## src/rtl/ptw_pkg.sv

```systemverilog
// Package: shared state encoding and entry-format constants for the walker.
// Assumes every table entry keeps its valid flag in bit 0.
package ptw_pkg;

    typedef enum logic [2:0] {
        WS_IDLE,
        WS_DIR,
        WS_LEAF,
        WS_DONE,
        WS_FAULT
    } walk_state_e;

    localparam int unsigned PTE_VALID_BIT = 0;

endpackage

```

## src/rtl/ptw_ctrl.sv

```systemverilog
// Module: walk sequencer. It steps idle -> directory read -> leaf read -> done/fault.
// Assumes mem_ack is only meaningful while a read is requested.
module ptw_ctrl
    import ptw_pkg::*;
(
    input  logic        clk,
    input  logic        rst_n,
    input  logic        miss_valid,
    input  logic        mem_ack,
    input  logic        entry_valid,
    output walk_state_e state,
    output logic        accept,
    output logic        dir_take,
    output logic        leaf_take
);

    walk_state_e state_nxt;

    // Decode the strobes that load the context registers.
    always_comb begin
        accept    = (state == WS_IDLE) && miss_valid;
        dir_take  = (state == WS_DIR)  && mem_ack && entry_valid;
        leaf_take = (state == WS_LEAF) && mem_ack && entry_valid;
    end

    // Next-state selection for the fixed two-read walk.
    always_comb begin
        state_nxt = state;
        unique case (state)
            WS_IDLE:  if (miss_valid) state_nxt = WS_DIR;
            WS_DIR:   if (mem_ack) state_nxt = entry_valid ? WS_LEAF : WS_FAULT;
            WS_LEAF:  if (mem_ack) state_nxt = entry_valid ? WS_DONE : WS_FAULT;
            WS_DONE:  state_nxt = WS_IDLE;
            WS_FAULT: state_nxt = WS_IDLE;
            default:  state_nxt = WS_IDLE;
        endcase
    end

    // State register with synchronous active-low reset.
    always_ff @(posedge clk) begin
        if (!rst_n) state <= WS_IDLE;
        else        state <= state_nxt;
    end


    busy_after_accept_chk: assert property (@(posedge clk) disable iff (!rst_n)
        accept |=> (state == WS_DIR));

endmodule

```

## src/rtl/ptw_ctx.sv

```systemverilog
// Module: walk context. It holds the page number, the base, the table frame and the result frame.
// Assumes the load strobes are mutually exclusive (they come from one state machine).
module ptw_ctx #(
    parameter int unsigned VA_W  = 32,
    parameter int unsigned PA_W  = 32,
    parameter int unsigned PTE_W = 32,
    parameter int unsigned OFF_W = 12,
    localparam int unsigned VPN_W = VA_W - OFF_W,
    localparam int unsigned PPN_W = PA_W - OFF_W
) (
    input  logic             clk,
    input  logic             rst_n,
    input  logic             accept,
    input  logic             dir_take,
    input  logic             leaf_take,
    input  logic [VPN_W-1:0] miss_vpn,
    input  logic [PA_W-1:0]  base_addr,
    input  logic [PTE_W-1:0] entry,
    output logic [VPN_W-1:0] vpn_q,
    output logic [PA_W-1:0]  base_q,
    output logic [PPN_W-1:0] tbl_q,
    output logic [PPN_W-1:0] ppn_q
);

    // Capture the request fields once; they are frozen for the whole walk.
    always_ff @(posedge clk) begin
        if (!rst_n) begin
            vpn_q  <= '0;
            base_q <= '0;
        end else if (accept) begin
            vpn_q  <= miss_vpn;
            base_q <= base_addr;
        end
    end

    // Capture the frame fields of the directory and leaf entries.
    always_ff @(posedge clk) begin
        if (!rst_n) begin
            tbl_q <= '0;
            ppn_q <= '0;
        end else begin
            if (dir_take)  tbl_q <= entry[OFF_W +: PPN_W];
            if (leaf_take) ppn_q <= entry[OFF_W +: PPN_W];
        end
    end


    base_frozen_chk: assert property (@(posedge clk) disable iff (!rst_n)
        !accept |=> $stable(base_q));

endmodule

```

## src/rtl/ptw_addr_gen.sv

```systemverilog
// Module: read-address former. It forms the directory and leaf slot addresses.
// Assumes IDX_W plus the entry shift equals OFF_W, so a leaf table fills one page.
// ALIGNED_BASE=1 replaces the base adder by concatenation when the base is page aligned.
module ptw_addr_gen #(
    parameter int unsigned VA_W         = 32,
    parameter int unsigned PA_W         = 32,
    parameter int unsigned PTE_W        = 32,
    parameter int unsigned OFF_W        = 12,
    parameter int unsigned IDX_W        = 10,
    parameter bit          ALIGNED_BASE = 1'b0,
    localparam int unsigned VPN_W  = VA_W - OFF_W,
    localparam int unsigned PPN_W  = PA_W - OFF_W,
    localparam int unsigned ENT_SH = $clog2(PTE_W / 8)
) (
    input  logic [VPN_W-1:0] vpn_q,
    input  logic [PA_W-1:0]  base_q,
    input  logic [PPN_W-1:0] tbl_q,
    input  logic             leaf_sel,
    output logic [PA_W-1:0]  addr
);

    logic [IDX_W-1:0] dir_idx;
    logic [IDX_W-1:0] leaf_idx;
    logic [PA_W-1:0]  dir_addr;
    logic [PA_W-1:0]  leaf_addr;

    // Split the page number into the two table indices.
    always_comb begin
        dir_idx  = vpn_q[VPN_W-1 -: IDX_W];
        leaf_idx = vpn_q[IDX_W-1:0];
    end

    generate
        if (ALIGNED_BASE) begin : g_cat
            // Page-aligned base: slot offset drops into the low bits.
            always_comb dir_addr = {base_q[PA_W-1:OFF_W], dir_idx, {ENT_SH{1'b0}}};
        end else begin : g_add
            // General base: full-width add of the scaled index.
            always_comb dir_addr = base_q
                + {{(PA_W-IDX_W-ENT_SH){1'b0}}, dir_idx, {ENT_SH{1'b0}}};
        end
    endgenerate

    // Leaf table frames are page aligned, so the slot is a plain concatenation.
    always_comb begin
        leaf_addr = {tbl_q, leaf_idx, {ENT_SH{1'b0}}};
        addr      = leaf_sel ? leaf_addr : dir_addr;
    end

endmodule

```

## src/rtl/ptw_walker.sv

```systemverilog
// Module: top of the two-level page table walker.
// It accepts one miss at a time and makes two untranslated reads.
// It ends with a refill strobe or a fault strobe.
// Assumes the memory keeps mem_ack low while no read is requested.
module ptw_walker
    import ptw_pkg::*;
#(
    parameter int unsigned VA_W         = 32,
    parameter int unsigned PA_W         = 32,
    parameter int unsigned PTE_W        = 32,
    parameter int unsigned OFF_W        = 12,
    parameter int unsigned IDX_W        = 10,
    parameter bit          ALIGNED_BASE = 1'b0,
    localparam int unsigned VPN_W = VA_W - OFF_W,
    localparam int unsigned PPN_W = PA_W - OFF_W
) (
    input  logic             clk,
    input  logic             rst_n,
    input  logic [PA_W-1:0]  base_addr,
    input  logic             miss_valid,
    input  logic [VPN_W-1:0] miss_vpn,
    output logic             miss_ready,
    output logic             mem_req,
    output logic [PA_W-1:0]  mem_addr,
    input  logic             mem_ack,
    input  logic [PTE_W-1:0] mem_rdata,
    output logic             refill_valid,
    output logic [VPN_W-1:0] refill_vpn,
    output logic [PPN_W-1:0] refill_ppn,
    output logic             fault_valid
);

    walk_state_e      state;
    logic             accept;
    logic             dir_take;
    logic             leaf_take;
    logic             entry_valid;
    logic [VPN_W-1:0] vpn_q;
    logic [PA_W-1:0]  base_q;
    logic [PPN_W-1:0] tbl_q;
    logic [PPN_W-1:0] ppn_q;

    // Valid flag of whichever entry is being returned.
    always_comb entry_valid = mem_rdata[PTE_VALID_BIT];

    ptw_ctrl u_ctrl (
        .clk         (clk),
        .rst_n       (rst_n),
        .miss_valid  (miss_valid),
        .mem_ack     (mem_ack),
        .entry_valid (entry_valid),
        .state       (state),
        .accept      (accept),
        .dir_take    (dir_take),
        .leaf_take   (leaf_take)
    );

    ptw_ctx #(
        .VA_W (VA_W), .PA_W (PA_W), .PTE_W (PTE_W), .OFF_W (OFF_W)
    ) u_ctx (
        .clk       (clk),
        .rst_n     (rst_n),
        .accept    (accept),
        .dir_take  (dir_take),
        .leaf_take (leaf_take),
        .miss_vpn  (miss_vpn),
        .base_addr (base_addr),
        .entry     (mem_rdata),
        .vpn_q     (vpn_q),
        .base_q    (base_q),
        .tbl_q     (tbl_q),
        .ppn_q     (ppn_q)
    );

    ptw_addr_gen #(
        .VA_W (VA_W), .PA_W (PA_W), .PTE_W (PTE_W), .OFF_W (OFF_W),
        .IDX_W (IDX_W), .ALIGNED_BASE (ALIGNED_BASE)
    ) u_addr (
        .vpn_q    (vpn_q),
        .base_q   (base_q),
        .tbl_q    (tbl_q),
        .leaf_sel (state == WS_LEAF),
        .addr     (mem_addr)
    );

    // Drive the handshake and result outputs from the walk state.
    always_comb begin
        miss_ready   = (state == WS_IDLE);
        mem_req      = (state == WS_DIR) || (state == WS_LEAF);
        refill_valid = (state == WS_DONE);
        fault_valid  = (state == WS_FAULT);
        refill_vpn   = vpn_q;
        refill_ppn   = ppn_q;
    end


    reset_idle_chk: assert property (@(posedge clk)
        !rst_n |=> (miss_ready && !mem_req && !refill_valid && !fault_valid));


    req_hold_chk: assert property (@(posedge clk) disable iff (!rst_n)
        (mem_req && !mem_ack) |=> (mem_req && $stable(mem_addr)));


    leaf_addr_chk: assert property (@(posedge clk) disable iff (!rst_n)
        (state == WS_DIR && mem_ack && mem_rdata[PTE_VALID_BIT])
        |=> (mem_req && mem_addr[PA_W-1:OFF_W] == $past(mem_rdata[OFF_W +: PPN_W])));


    bad_entry_chk: assert property (@(posedge clk) disable iff (!rst_n)
        (mem_req && mem_ack && !mem_rdata[PTE_VALID_BIT])
        |=> (fault_valid && !refill_valid && !mem_req));


    refill_data_chk: assert property (@(posedge clk) disable iff (!rst_n)
        (state == WS_LEAF && mem_ack && mem_rdata[PTE_VALID_BIT])
        |=> (refill_valid && refill_ppn == $past(mem_rdata[OFF_W +: PPN_W])));


    accept_vpn_chk: assert property (@(posedge clk) disable iff (!rst_n)
        (miss_ready && miss_valid)
        |=> (!miss_ready && mem_req && refill_vpn == $past(miss_vpn)));


    done_ready_chk: assert property (@(posedge clk) disable iff (!rst_n)
        (refill_valid || fault_valid) |=> (miss_ready && !refill_valid && !fault_valid));

endmodule

```

## config.mk

```make
export PLATFORM = sky130hd
export DESIGN_NAME = ptw_walker
export DESIGN_NICKNAME = d
export VERILOG_FILES = /design/src/rtl/ptw_pkg.sv /design/src/rtl/ptw_ctrl.sv /design/src/rtl/ptw_ctx.sv /design/src/rtl/ptw_addr_gen.sv /design/src/rtl/ptw_walker.sv
export SDC_FILE = /design/constraint.sdc
export NUM_CORES = 1
export LEC_CHECK = 0
export BUFFER_PORTS_ARGS = -buffer_cell sky130_fd_sc_hd__buf_2
export CORE_MARGIN = 1.5
export CORE_UTILIZATION = 51
export DETAILED_ROUTE_END_ITERATION = 7
export GPL_ROUTABILITY_DRIVEN = 0
export HOLD_SLACK_MARGIN = 0.08
export PLACE_DENSITY = 0.91
export SLEW_MARGIN = 10
export SYNTH_ARGS = -nofsm -noshare
export SYNTH_HDL_FRONTEND = slang
export SYNTH_SLANG_ARGS = --single-unit
```

## constraint.sdc

```tcl
create_clock -name clk -period 2.4 [get_ports clk]
set_clock_uncertainty 0.1 [all_clocks]
set_input_delay 0.12 -clock clk [delete_from_list [all_inputs] [get_ports clk]]
set_output_delay 0.12 -clock clk [all_outputs]
set_load 0.02 [all_outputs]
```

==> metrics.md, run 1 <==
| Metric | Value |
|---|---|
| Proportion of synthesized area in mux cells | `0.00465` |
| GR Util All Layers | `0.375` |
| Slew HR | `0.544` |
| Placed Area | `0.00592 mm2` |
| Most common flop cell mapped by yosys | `dfxtp_1` |
| Critical R2R Capture | `u_ctx.ppn_q[9]` |
| Metal3 WL | `2770 um` |
| Synth Area in Adders | `0.0300` |
| Crit path DAT | `2900 ps` |
| Die Area | `0.0101 mm2` |
| # IOs | `roughly 160` |
| Syn_area_per_cell | `7.88 um2` |
| Top layer in use | `met4` |
| Largest net degree at the start of global routing | `between 50 and 60` |
| Top cells by count, synth | `nand2_1 (225), dfxtp_1 (95), a21boi_0 (93)` |
| Critical Path End Type | `output port` |
| Post-route antenna net violation count | `0` |
| Post-synth cell types | `48` |
| Cell family with most CP delay | `compound AO/OA/AOI/OAI gates` |
| H-tree levels | `3` |
| PwrDens | `just over 500 mW/mm2` |
| Reg2Reg Depth | `7` |
| Register area share after synthesis | `0.393` |
| Worst path bufs/invs | `3` |
| F_max | `320 MHz` |
| Total Wirelength | `23,600 um` |
| Tmin final | `roughly 3100 ps` |
| Complex-gate fraction of the synthesized area | `0.233` |
| Final Hold Viols | `0` |
| Vias/cell | `around 6.4` |
| Area grow syn2layout | `59.0%` |
| Fin worst setup slack | `-725 ps` |
| Cells after DPL | `882` |
| Layout Cells excl Fill | `1,003` |
| First-pass GRT wire length | `29,200 um` |
| # nets final | `967` |
| Layout cell share with drive strength beyond 1 | `0.352` |
| Final period util | `1.30` |
| Clock sinks | `95` |
| Routed wl met2 | `between 10,000 and 15,000 um` |
| Initial antenna violation count | `1` |
| Largest area contributor in the netlist | `dfxtp_1` |
| Crit-path cells | `ha_4, buf_4, a21oi_4, o21ai_4, o2111ai_4, buf_6, a211oi_2, xnor2_1, o21ai_2, buf_6` |
| Clock Pin Slew Worst Setup and Hold Paths | `roughly 120 ps` |
| Failing checks | `design-rule violations, negative setup slack` |
| Setup crit start kind | `register` |
| Cell repeated most along the worst path | `buf_6` |
| Min-delay src | `miss_valid` |
| Yosys warning total | `0` |
| Synthesis-stage register bit count | `95` |
| Status | `complete, but fails checks` |
| Post-synth ARST share | `0` |
| Die height | `approximately 100 um` |
| Max Cap Viol | `0` |
| Row Count | `35` |
| Hold WS | `229 ps` |
| Static Leak | `3.07 nW` |
| Detailed placement HPWL | `between 9000 and 10,000 um` |
| Clock Latency Late Sink | `380 ps` |
| Vias in the first global route | `5,782` |
| Mapped Cells | `614` |
| CP required | `approximately 2200 ps` |
| Final setup viols | `26` |
| WHS Endpoint | `u_ctrl.state[0]` |
| Most frequent cell after synthesis | `nand2_1` |
| # fillers | `between 400 and 500` |
| IO buf count | `about 150` |
| Initial Util | `0.524` |
| Clock Root Buffer | `clkbuf_8` |
| Simple-gate share of the synthesized area | `0.252` |
| DRC viols | `102` |
| WHS Path Cells | `5` |
| Post-Syn Area | `0.00484 mm2` |
| Total iterations of the first detailed-routing run | `8` |
| CP max-delay cell | `dfxtp_2` |
| Final instance area | `0.00769 mm2` |
| Largest family of logic cells by synthesized area | `simple AND/OR/NAND/NOR gates` |
| RSZ-0062 raised after global routing | `yes` |
| Max clock buf depth | `2` |
| Yosys top cell area share | `0.393` |
| R2R Setup Slk | `100 ps` |
| Worst-Margin Slew | `about 700 ps` |
| Critical R2R Launch | `u_ctrl.state[1]` |
| IR drop worst, VDD | `543 uV` |
| Routed WL per cell | `approximately 24 um` |
| Num CTS Buffers | `9` |
| Die X | `100 um` |
| 1st-iter DRT viols | `approximately 960` |
| Core area | `0.00924 mm2` |
| Tightest Hold Check Type | `input port to register` |
| CP max stage delay | `470 ps` |
| Synthesized Nets | `713` |
| Post-Synth XOR/XNOR Area | `0.0489` |
| Top cells by area, synth | `dfxtp_1 (39%), nand2_1 (17%), a21boi_0 (14%)` |
| Congestion Overflow GR | `0` |
| Kind of critical path | `register to output port` |
| Final Slew Violations | `0` |
| Number of synthesized flops with an enable pin | `0` |
| Crit path max fanout | `6` |
| WL met1 | `8000 um` |
| CTS tree | `done` |
| Vias | `6,425` |
placed cells by master, fill, tap and decap left out, drive strengths merged, types with 9 or more instances in the layout:
cell	instances
nand2	226
buf	198
dfxtp	95
a21boi	94
dlygate4sd3	84
o21ai	29
xnor2	23
nand3	11
ha	10
nor2	10
clkbuf	9
a21oi	9
a211oi	9
worst reg2reg max path, cell delays in order (launching register included):
cell	delay, ps
dfxtp_1	500
nand2b_1	210
nor2_4	290
nand3_1	120
buf_4	220
nand2_1	100
a21boi_0	80
dlygate4sd3_1	570
timing repair:
| item | CTS | global route |
|---|---|---|
| cloned | 1 | 0 |
| pin swaps | 17 | 29 |
| setup buffers | 10 | 12 |
| hold buffers | 84 | 0 |
| setup endpoints to repair | 25 | 36 |
| resized for setup | 69 | 69 |
| hold endpoints to repair | 94 | 0 |
worst max path at each step:
stage | from | to | slack, ps | cells past startpoint
global route | u_ctx.vpn_q[16] | mem_addr[17] | -660 | 10
detailed placement | u_ctx.base_q[2] | mem_addr[26] | -60 | 10
global placement | u_ctx.vpn_q[10] | mem_addr[26] | 60 | 10
finish | u_ctx.vpn_q[16] | mem_addr[17] | -720 | 10
floorplan | u_ctx.vpn_q[10] | mem_addr[20] | -10 | 8
CTS | u_ctx.vpn_q[13] | mem_addr[19] | -320 | 9
layer usage:
layer | track usage | vias up
li1 | - | 2557
met1 | 0.423 | 2951
met2 | 0.623 | 655
met3 | 0.0870 | 262
met4 | 0.265 | 0
met5 | 0 | -
cells by family after synthesis:
| logic type | Yosys count |
|---|---|
| multiplexers | 2 |
| XOR/XNOR | 27 |
| AO/OA/AOI/OAI | 155 |
| buffers and inverters | 43 |
| flip-flops | 95 |
| AND/OR/NAND/NOR | 281 |
| adder cells (fa/ha/maj) | 11 |
per-stage QoR:
stage / setup slack, ps / utilization / TNS, ps / total power (W)
floorplan: -11.6 / - / -11.6 / 0.00215
global placement: 63.8 / 0.640 / 0 / 0.00240
detailed placement: -61.9 / 0.640 / -177 / 0.00242
CTS: -316 / 0.796 / -4600 / 0.00372
global route: -663 / 0.832 / -12380 / 0.00403
finish: -725 / 0.832 / -13450 / 0.00397
registers in the layout (all words and copies together), names as in the netlist:
| register | count |
|---|---|
| u_ctx.base_q | 32 |
| u_ctx.ppn_q | 20 |
| u_ctx.tbl_q | 20 |
| u_ctx.vpn_q | 20 |
| u_ctrl.state | 3 |
report_power, final:
part           switching (W)  internal, W
Combinational       0.000574     0.000450
Sequential          0.000106      0.00165
Clock               0.000685     0.000508
cell type report:
type	count	area (um2)	area share
Antenna cell	1	2.50	0.000325
Clock buffer	9	124	0.0161
Timing Repair Buffer	282	2130	0.278
Sequential cell	95	1930	0.251
Clock inverter	7	87.6	0.0114
Inverter	4	15.0	0.00195
Multi-Input combinational cell	476	3230	0.420
Tap cell	129	161	0.0210
Power figures use the tool's default switching activity.
==> run 2: changes to the inputs <==
- SETUP_SLACK_MARGIN: default -> 0.5
==> run 2 against run 1 <==
Net effect: the run ends with negative setup slack left; sequential share of layout area about the same; final cell count decreased by 1.4%; hold slack worse by 21 ps; total power decreased by 0.70%; core utilization fell by 0.095 points; die area stayed put; register-to-register slack improved by 450 ps; flip-flop and latch count did not move; clock power grew 3%; fmax is 6.2% higher; sequential power about the same; cell area shrank 0.11%; critical path type unchanged; critical endpoint is now mem_addr[25]; largest power group unchanged.
==> metrics.md, run 2 (synthesis gave the netlist of run 1 again) <==
| Metric | Value |
|---|---|
| Status | `complete, but fails checks` |
| Failing checks | `negative setup slack` |
| Tot Pwr | `0.00394 W (-0.70%)` |
| Vias/cell | `5.96 (-6.9%)` |
| Placed Area | `0.00605 mm2 (+2.3%)` |
| Die X | `100 um (unchanged)` |
| Final period util | `1.23 (-0.0765)` |
| Critical Path End Type | `output port` |
| F_max | `340 MHz (+6.2%)` |
| PwrDens | `513 mW/mm2 (-0.59%)` |
| FF+latch area | `0.00193 mm2 (about the same)` |
| Crit path DAT | `2720 ps (-180 ps)` |
| Final setup viols | `24 (-7.7%)` |
| Vias | `5,899 (-8.2%)` |
| Sum of negative setup slack | `-8840 ps (+4600 ps)` |
| Tightest Hold Check Type | `input port to register` |
| Routed WL per cell | `20.0 um (-15%)` |
| # fillers | `487 (+14%)` |
| RSZ-0062 raised after global routing | `yes` |
| Max clock buf depth | `2 (unchanged)` |
| IO buf count | `152 (unchanged)` |
| Most frequent cells in the layout | `nand2_1 (223), buf_2 (129), a21boi_0 (92)` |
| Largest net degree at the start of global routing | `56 (+5.7%)` |
| Fin worst setup slack | `-541 ps (+184 ps)` |
| Final Slew Violations | `0 (unchanged)` |
| Clock Pin Slew Worst Setup and Hold Paths | `100 ps (-20 ps)` |
| Congestion Overflow GR | `0 (unchanged)` |
| Sw frac | `0.312 (-0.0322)` |
| Cells after DPL | `869 (-1.5%)` |
| Core area | `0.00924 mm2 (unchanged)` |
| Clock Latency Late Sink | `370 ps (about the same)` |
| Row Count | `35 (unchanged)` |
| Sequential share of power | `0.439 (-0.003)` |
| Final Hold Viols | `0 (unchanged)` |
| Final instance area | `0.00768 mm2 (-0.11%)` |
| Worst-Margin Slew | `630 ps (-50.9 ps)` |
| DRC viols | `0 (-100%)` |
| Crit path max fanout | `5 (-1)` |
| Layout cell share with drive strength beyond 1 | `0.364 (+0.0123)` |
| Post-route antenna net violation count | `0 (unchanged)` |
| Num CTS Buffers | `9 (unchanged)` |
| H-tree levels | `3 (unchanged)` |
| Total Wirelength | `19,800 um (-16%)` |
| Slew HR | `0.578 (+0.0341)` |
| # nets final | `954 (-1.3%)` |
| 1st-iter DRT viols | `635 (-34%)` |
| Area grow syn2layout | `58.8%` |
| Met1 usage | `0.390 (-0.0331)` |
| Clk pwr share | `0.311 (+0.011)` |
| Initial antenna violation count | `0 (-1)` |
| GR Util All Layers | `0.350 (-0.0245)` |
| Static Leak | `3.06 nW (-0.40%)` |
| Setup crit start kind | `register` |
| Max Cap Viol | `0 (unchanged)` |
| Net Switching | `0.00123 W (-10%)` |
| # IOs | `164 (unchanged)` |
| Detailed placement HPWL | `9560 um (-0.37%)` |
| Vias in the first global route | `5,661 (-2.1%)` |
| Ant. Diodes | `0 (-1)` |
| First-pass GRT wire length | `27,800 um (-4.9%)` |
| Reg with most FFs | `u_ctx.base_q` |
| Global route hottest layer | `met2` |
| IR drop worst, VDD | `509 uV (-6.3%)` |
| Clock Root Buffer | `clkbuf_8` |
| Die height | `100 um (unchanged)` |
| Hold WS | `208 ps (-20.9 ps)` |
| Initial Util | `0.524 (unchanged)` |
| Met2 global-route usage | `0.604 (-0.0194)` |
| Layout Cells excl Fill | `989 (-1.4%)` |
| Multi-input gate area | `0.00325 mm2 (+0.43%)` |
| CP required | `2180 ps (about the same)` |
| Clock sinks | `95 (unchanged)` |
| CTS tree | `done` |
| Kind of critical path | `register to output port` |
| Grt met3 use | `0.0787 (-0.00836)` |
| Total iterations of the first detailed-routing run | `6 (-2)` |
| Max reg flops | `32 (unchanged)` |
| Internal power | `0.00272 W (+4.2%)` |
| Gate power share | `0.250 (-0.008)` |
| Die Area | `0.0101 mm2 (unchanged)` |
| Tmin final | `2940 ps (-184 ps)` |
| Commonest non-fill, non-tap cell in the layout | `nand2_1` |
run 2: cell count changes in the layout (fill, tap and decap cells not counted), moves of 3 or more:
cell / previous run / this run
buf_12: 4 / 8
inv_8: 3 / 0
buf_4: 47 / 36
o21ai_1: 10 / 4
dlygate4sd3_1: 84 / 74
o21ai_2: 16 / 24
run 2: what timing repair did:
action	4_1_cts	5_1_grt
cloned	2	1
hold buffers	74	0
hold endpoints to repair	94	0
endpoints found under the setup margin	55	57
gates resized for setup	74	22
buffers inserted	17	10
pin swaps	20	19
run 2: power by group through the flow:
stage | combinational [W] | clock, W | sequential, W
after floorplan | 0.000425 | 0 | 0.00177
after global placement | 0.000684 | 0 | 0.00175
after detailed placement | 0.000702 | 0 | 0.00176
after CTS | 0.000887 | 0.00123 | 0.00172
after global routing | 0.00103 | 0.00128 | 0.00174
final | 0.000987 | 0.00123 | 0.00173
run 2: critical path, stage by stage (launching register included):
cell and delay [ps]:
dfxtp_2 370, ha_4 330, nand2_1 130, o21ai_2 250, o2111ai_4 210, buf_12 210, a211oi_1 320, xnor2_1 160
o21ai_2 160, buf_2 190
run 2: worst paths after layout:
| check | startpoint | end | cells past startpoint | slack [ps] |
|---|---|---|---|---|
| worst min register to register | u_ctx.ppn_q[14] | u_ctx.ppn_q[14] | 2 | 370 |
| worst min-delay path | rst_n | u_ctx.tbl_q[11] | 2 | 210 |
| worst max-delay path | u_ctx.vpn_q[16] | mem_addr[25] | 9 | -540 |
| worst max register to register | u_ctrl.state[0] | u_ctx.base_q[31] | 5 | 550 |
run 2: routing by layer:
layer,share of wire,wire [um],vias to the layer above
met4,0.078,1540,0
met5,0,0,-
li1,-,-,2538
met1,0.35,6920,2736
met3,0.099,1970,166
met2,0.47,9380,459
run 2: layout make-up:
| type | instances | area share |
|---|---|---|
| clock inverter | 5 | 0.00782 |
| sequential | 95 | 0.252 |
| multi-input combinational | 477 | 0.423 |
| clock buffer | 11 | 0.0226 |
| tap | 129 | 0.0210 |
| inverter | 4 | 0.00195 |
| timing repair buffer | 268 | 0.272 |
run 2: per-stage QoR:
step           setup WS (ps)  utilization
3_3_place_gp            50.9        0.655
3_5_place_dp           -16.2        0.655
4_1_cts                 -265        0.812
6_report                -541        0.831
5_1_grt                 -535        0.831
2_1_floorplan            165            -
==> run 3: changes to the inputs <==
- CORE_MARGIN: 1.5 -> default
==> run 3 against run 2 <==
Net effect: the run still ends with negative setup slack left; fmax grew 3.6%; total power shrank 1.9%; clock power shrank 7%; largest cell class unchanged; routed wire length grew 0.33%; critical path type unchanged; highest routed layer is now met5.
==> metrics.md, run 3 (synthesis gave the netlist of run 1 again) <==
| Metric | Value |
|---|---|
| IO buf count | `152 (unchanged)` |
| Final setup viols | `24 (unchanged)` |
| Slew HR | `0.525 (-0.0536)` |
| Total Wirelength | `19,900 um (+0.33%)` |
| Final Util | `0.834 (+0.00246)` |
| FF+latch area | `0.00194 mm2 (+0.19%)` |
| Setup crit start kind | `register` |
| Most frequent cells in the layout | `nand2_1 (223), buf_2 (125), a21boi_0 (92)` |
| Max Cap Viol | `0 (unchanged)` |
| Tmin final | `2840 ps (-103 ps)` |
| Area grow syn2layout | `58.5%` |
| Crit path max fanout | `4 (-1)` |
| GR Util All Layers | `0.342 (-0.00837)` |
| Fin worst setup slack | `-438 ps (+103 ps)` |
| Final period util | `1.18 (-0.0428)` |
| Layout cell share with drive strength beyond 1 | `0.378 (+0.0138)` |
| Max reg flops | `32 (unchanged)` |
| Placed Area | `0.00609 mm2 (+0.62%)` |
| # IOs | `164 (unchanged)` |
| Reg with most FFs | `u_ctx.base_q` |
| Vias in the first global route | `5,320 (-6.0%)` |
| First-pass GRT wire length | `26,600 um (-4.3%)` |
| IR drop worst, VDD | `266 uV (-48%)` |
| # fillers | `468 (-3.9%)` |
| Critical R2R Capture | `u_ctx.base_q[5]` |
| Final Hold Viols | `0 (unchanged)` |
| Vias/cell | `6.03 (+1.2%)` |
| Clock Latency Late Sink | `390 ps (+20 ps)` |
| Core area | `0.00920 mm2 (-0.47%)` |
| RSZ-0062 raised after global routing | `yes` |
| Die Area | `0.00988 mm2 (-2.0%)` |
| Worst setup startpoint | `u_ctx.base_q[21]` |
| F_max | `352 MHz (+3.6%)` |
| Critical R2R Launch | `u_ctrl.state[0]` |
| H-tree levels | `3 (unchanged)` |
| 1st-iter DRT viols | `555 (-13%)` |
| Initial Util | `0.526 (+0.00249)` |
| Detailed placement HPWL | `9490 um (-0.71%)` |
| Clock sinks | `95 (unchanged)` |
| Tightest Hold Check Type | `input port to register` |
| Worst-Margin Slew | `710 ps (+80.2 ps)` |
| Total iterations of the first detailed-routing run | `6 (unchanged)` |
| Post-route antenna net violation count | `0 (unchanged)` |
| PwrDens | `504 mW/mm2 (-1.8%)` |
| Multi-input gate area | `0.00332 mm2 (+2.3%)` |
| DRC viols | `0 (unchanged)` |
| Die height | `99.4 um (-1.0%)` |
| CP required | `2180 ps (about the same)` |
| Status | `complete, but fails checks` |
| Crit path DAT | `2620 ps (-100 ps)` |
| Clock Root Buffer | `clkbuf_8` |
| Congestion Overflow GR | `0 (unchanged)` |
| Num CTS Buffers | `9 (unchanged)` |
| R2R Setup Slk | `470 ps (-80 ps)` |
| Initial antenna violation count | `1 (+1)` |
| Tot Pwr | `0.00387 W (-1.9%)` |
| Die X | `99.4 um (-1.0%)` |
| Static Leak | `3.10 nW (+1.3%)` |
| Reg2Reg Depth | `6 (+1)` |
| Routed WL per cell | `20.6 um (+2.7%)` |
| # nets final | `949 (-0.52%)` |
| Clock Pin Slew Worst Setup and Hold Paths | `110 ps (about the same)` |
| Setup Slack @ Placement | `24.4 ps (+40.6 ps)` |
| Largest net degree at the start of global routing | `56 (unchanged)` |
| Vias | `5,829 (-1.2%)` |
| Final Slew Violations | `0 (unchanged)` |
| Final instance area | `0.00767 mm2 (-0.18%)` |
| Max clock buf depth | `2 (unchanged)` |
| Critical Path End Type | `output port` |
| Ant. Diodes | `0 (unchanged)` |
| Row Count | `35 (unchanged)` |
| Crit path to | `mem_addr[31]` |
| CTS tree | `done` |
| Failing checks | `negative setup slack` |
| Kind of critical path | `register to output port` |
| Commonest non-fill, non-tap cell in the layout | `nand2_1` |
## run 3: cell types whose count changed in the layout (fill, tap and decap cells not counted), moves of 3 or more
cell,before,now
dfxtp_2,8,17
dfxtp_1,81,74
buf_6,19,25
a211oi_2,2,7
buf_2,129,125
xnor2_1,21,17
xnor2_2,2,6
a211oi_1,4,1
buf_4,36,33
nor4_2,6,3
nor4_4,1,4
## run 3: cell type report
cell class                 instances  area share
clock inverter                     4     0.00408
inverter                           4     0.00196
clock buffer                      12      0.0230
multi-input combinational        476       0.433
timing repair buffer             264       0.267
sequential                        95       0.253
tap                              111      0.0181
## run 3: repair_timing
item / in CTS / in global routing
endpoints found under the hold margin: 94 / 0
endpoints found under the setup margin: 32 / 53
gates cloned: 1 / 0
hold buffers: 74 / 0
resized for setup: 87 / 34
pin swaps: 29 / 30
setup buffers: 9 / 7
## run 3: stage by stage
step	cells	TNS, ps	hold slack, ps
2_1_floorplan	614	0	154
3_3_place_gp	859	0	265
3_5_place_dp	859	0	270
4_1_cts	959	-3870	196
5_1_grt	966	-8760	213
6_report	966	-7350	184
## run 3: per-layer routing
metal,vias up,wire (um),GRT usage
met5,-,17,0
met3,142,1600,0.0541
li1,2539,-,-
met2,432,9560,0.600
met1,2714,7110,0.399
met4,2,1600,0.187
## run 3: worst min path at each step
| stage | startpoint | endpoint | cells after the start |
|---|---|---|---|
| floorplan | miss_vpn[10] | u_ctx.vpn_q[10] | 2 |
| global placement | miss_vpn[12] | u_ctx.vpn_q[12] | 3 |
| detailed placement | miss_vpn[10] | u_ctx.vpn_q[10] | 3 |
| CTS | rst_n | u_ctx.ppn_q[14] | 2 |
| global route | rst_n | u_ctx.ppn_q[10] | 2 |
| finish | rst_n | u_ctx.ppn_q[14] | 2 |
## run 3: worst max-delay path, cell delays in order (launching register included)
cell and delay [ps]:
dfxtp_1 420, nand4_1 220, buf_4 240, nor3_4 250
nand3_2 200, a2111oi_4 460, xnor2_1 150, o21ai_2 140
buf_6 140
## run 3: report_power, final
group / total [W] / switching, W / internal [W]
logic: 0.000987 / 0.000528 / 0.000460
clock network: 0.00114 / 0.000635 / 0.000507
registers: 0.00174 / 0.0000865 / 0.00165
total: 0.00387 / 0.00125 / 0.00262
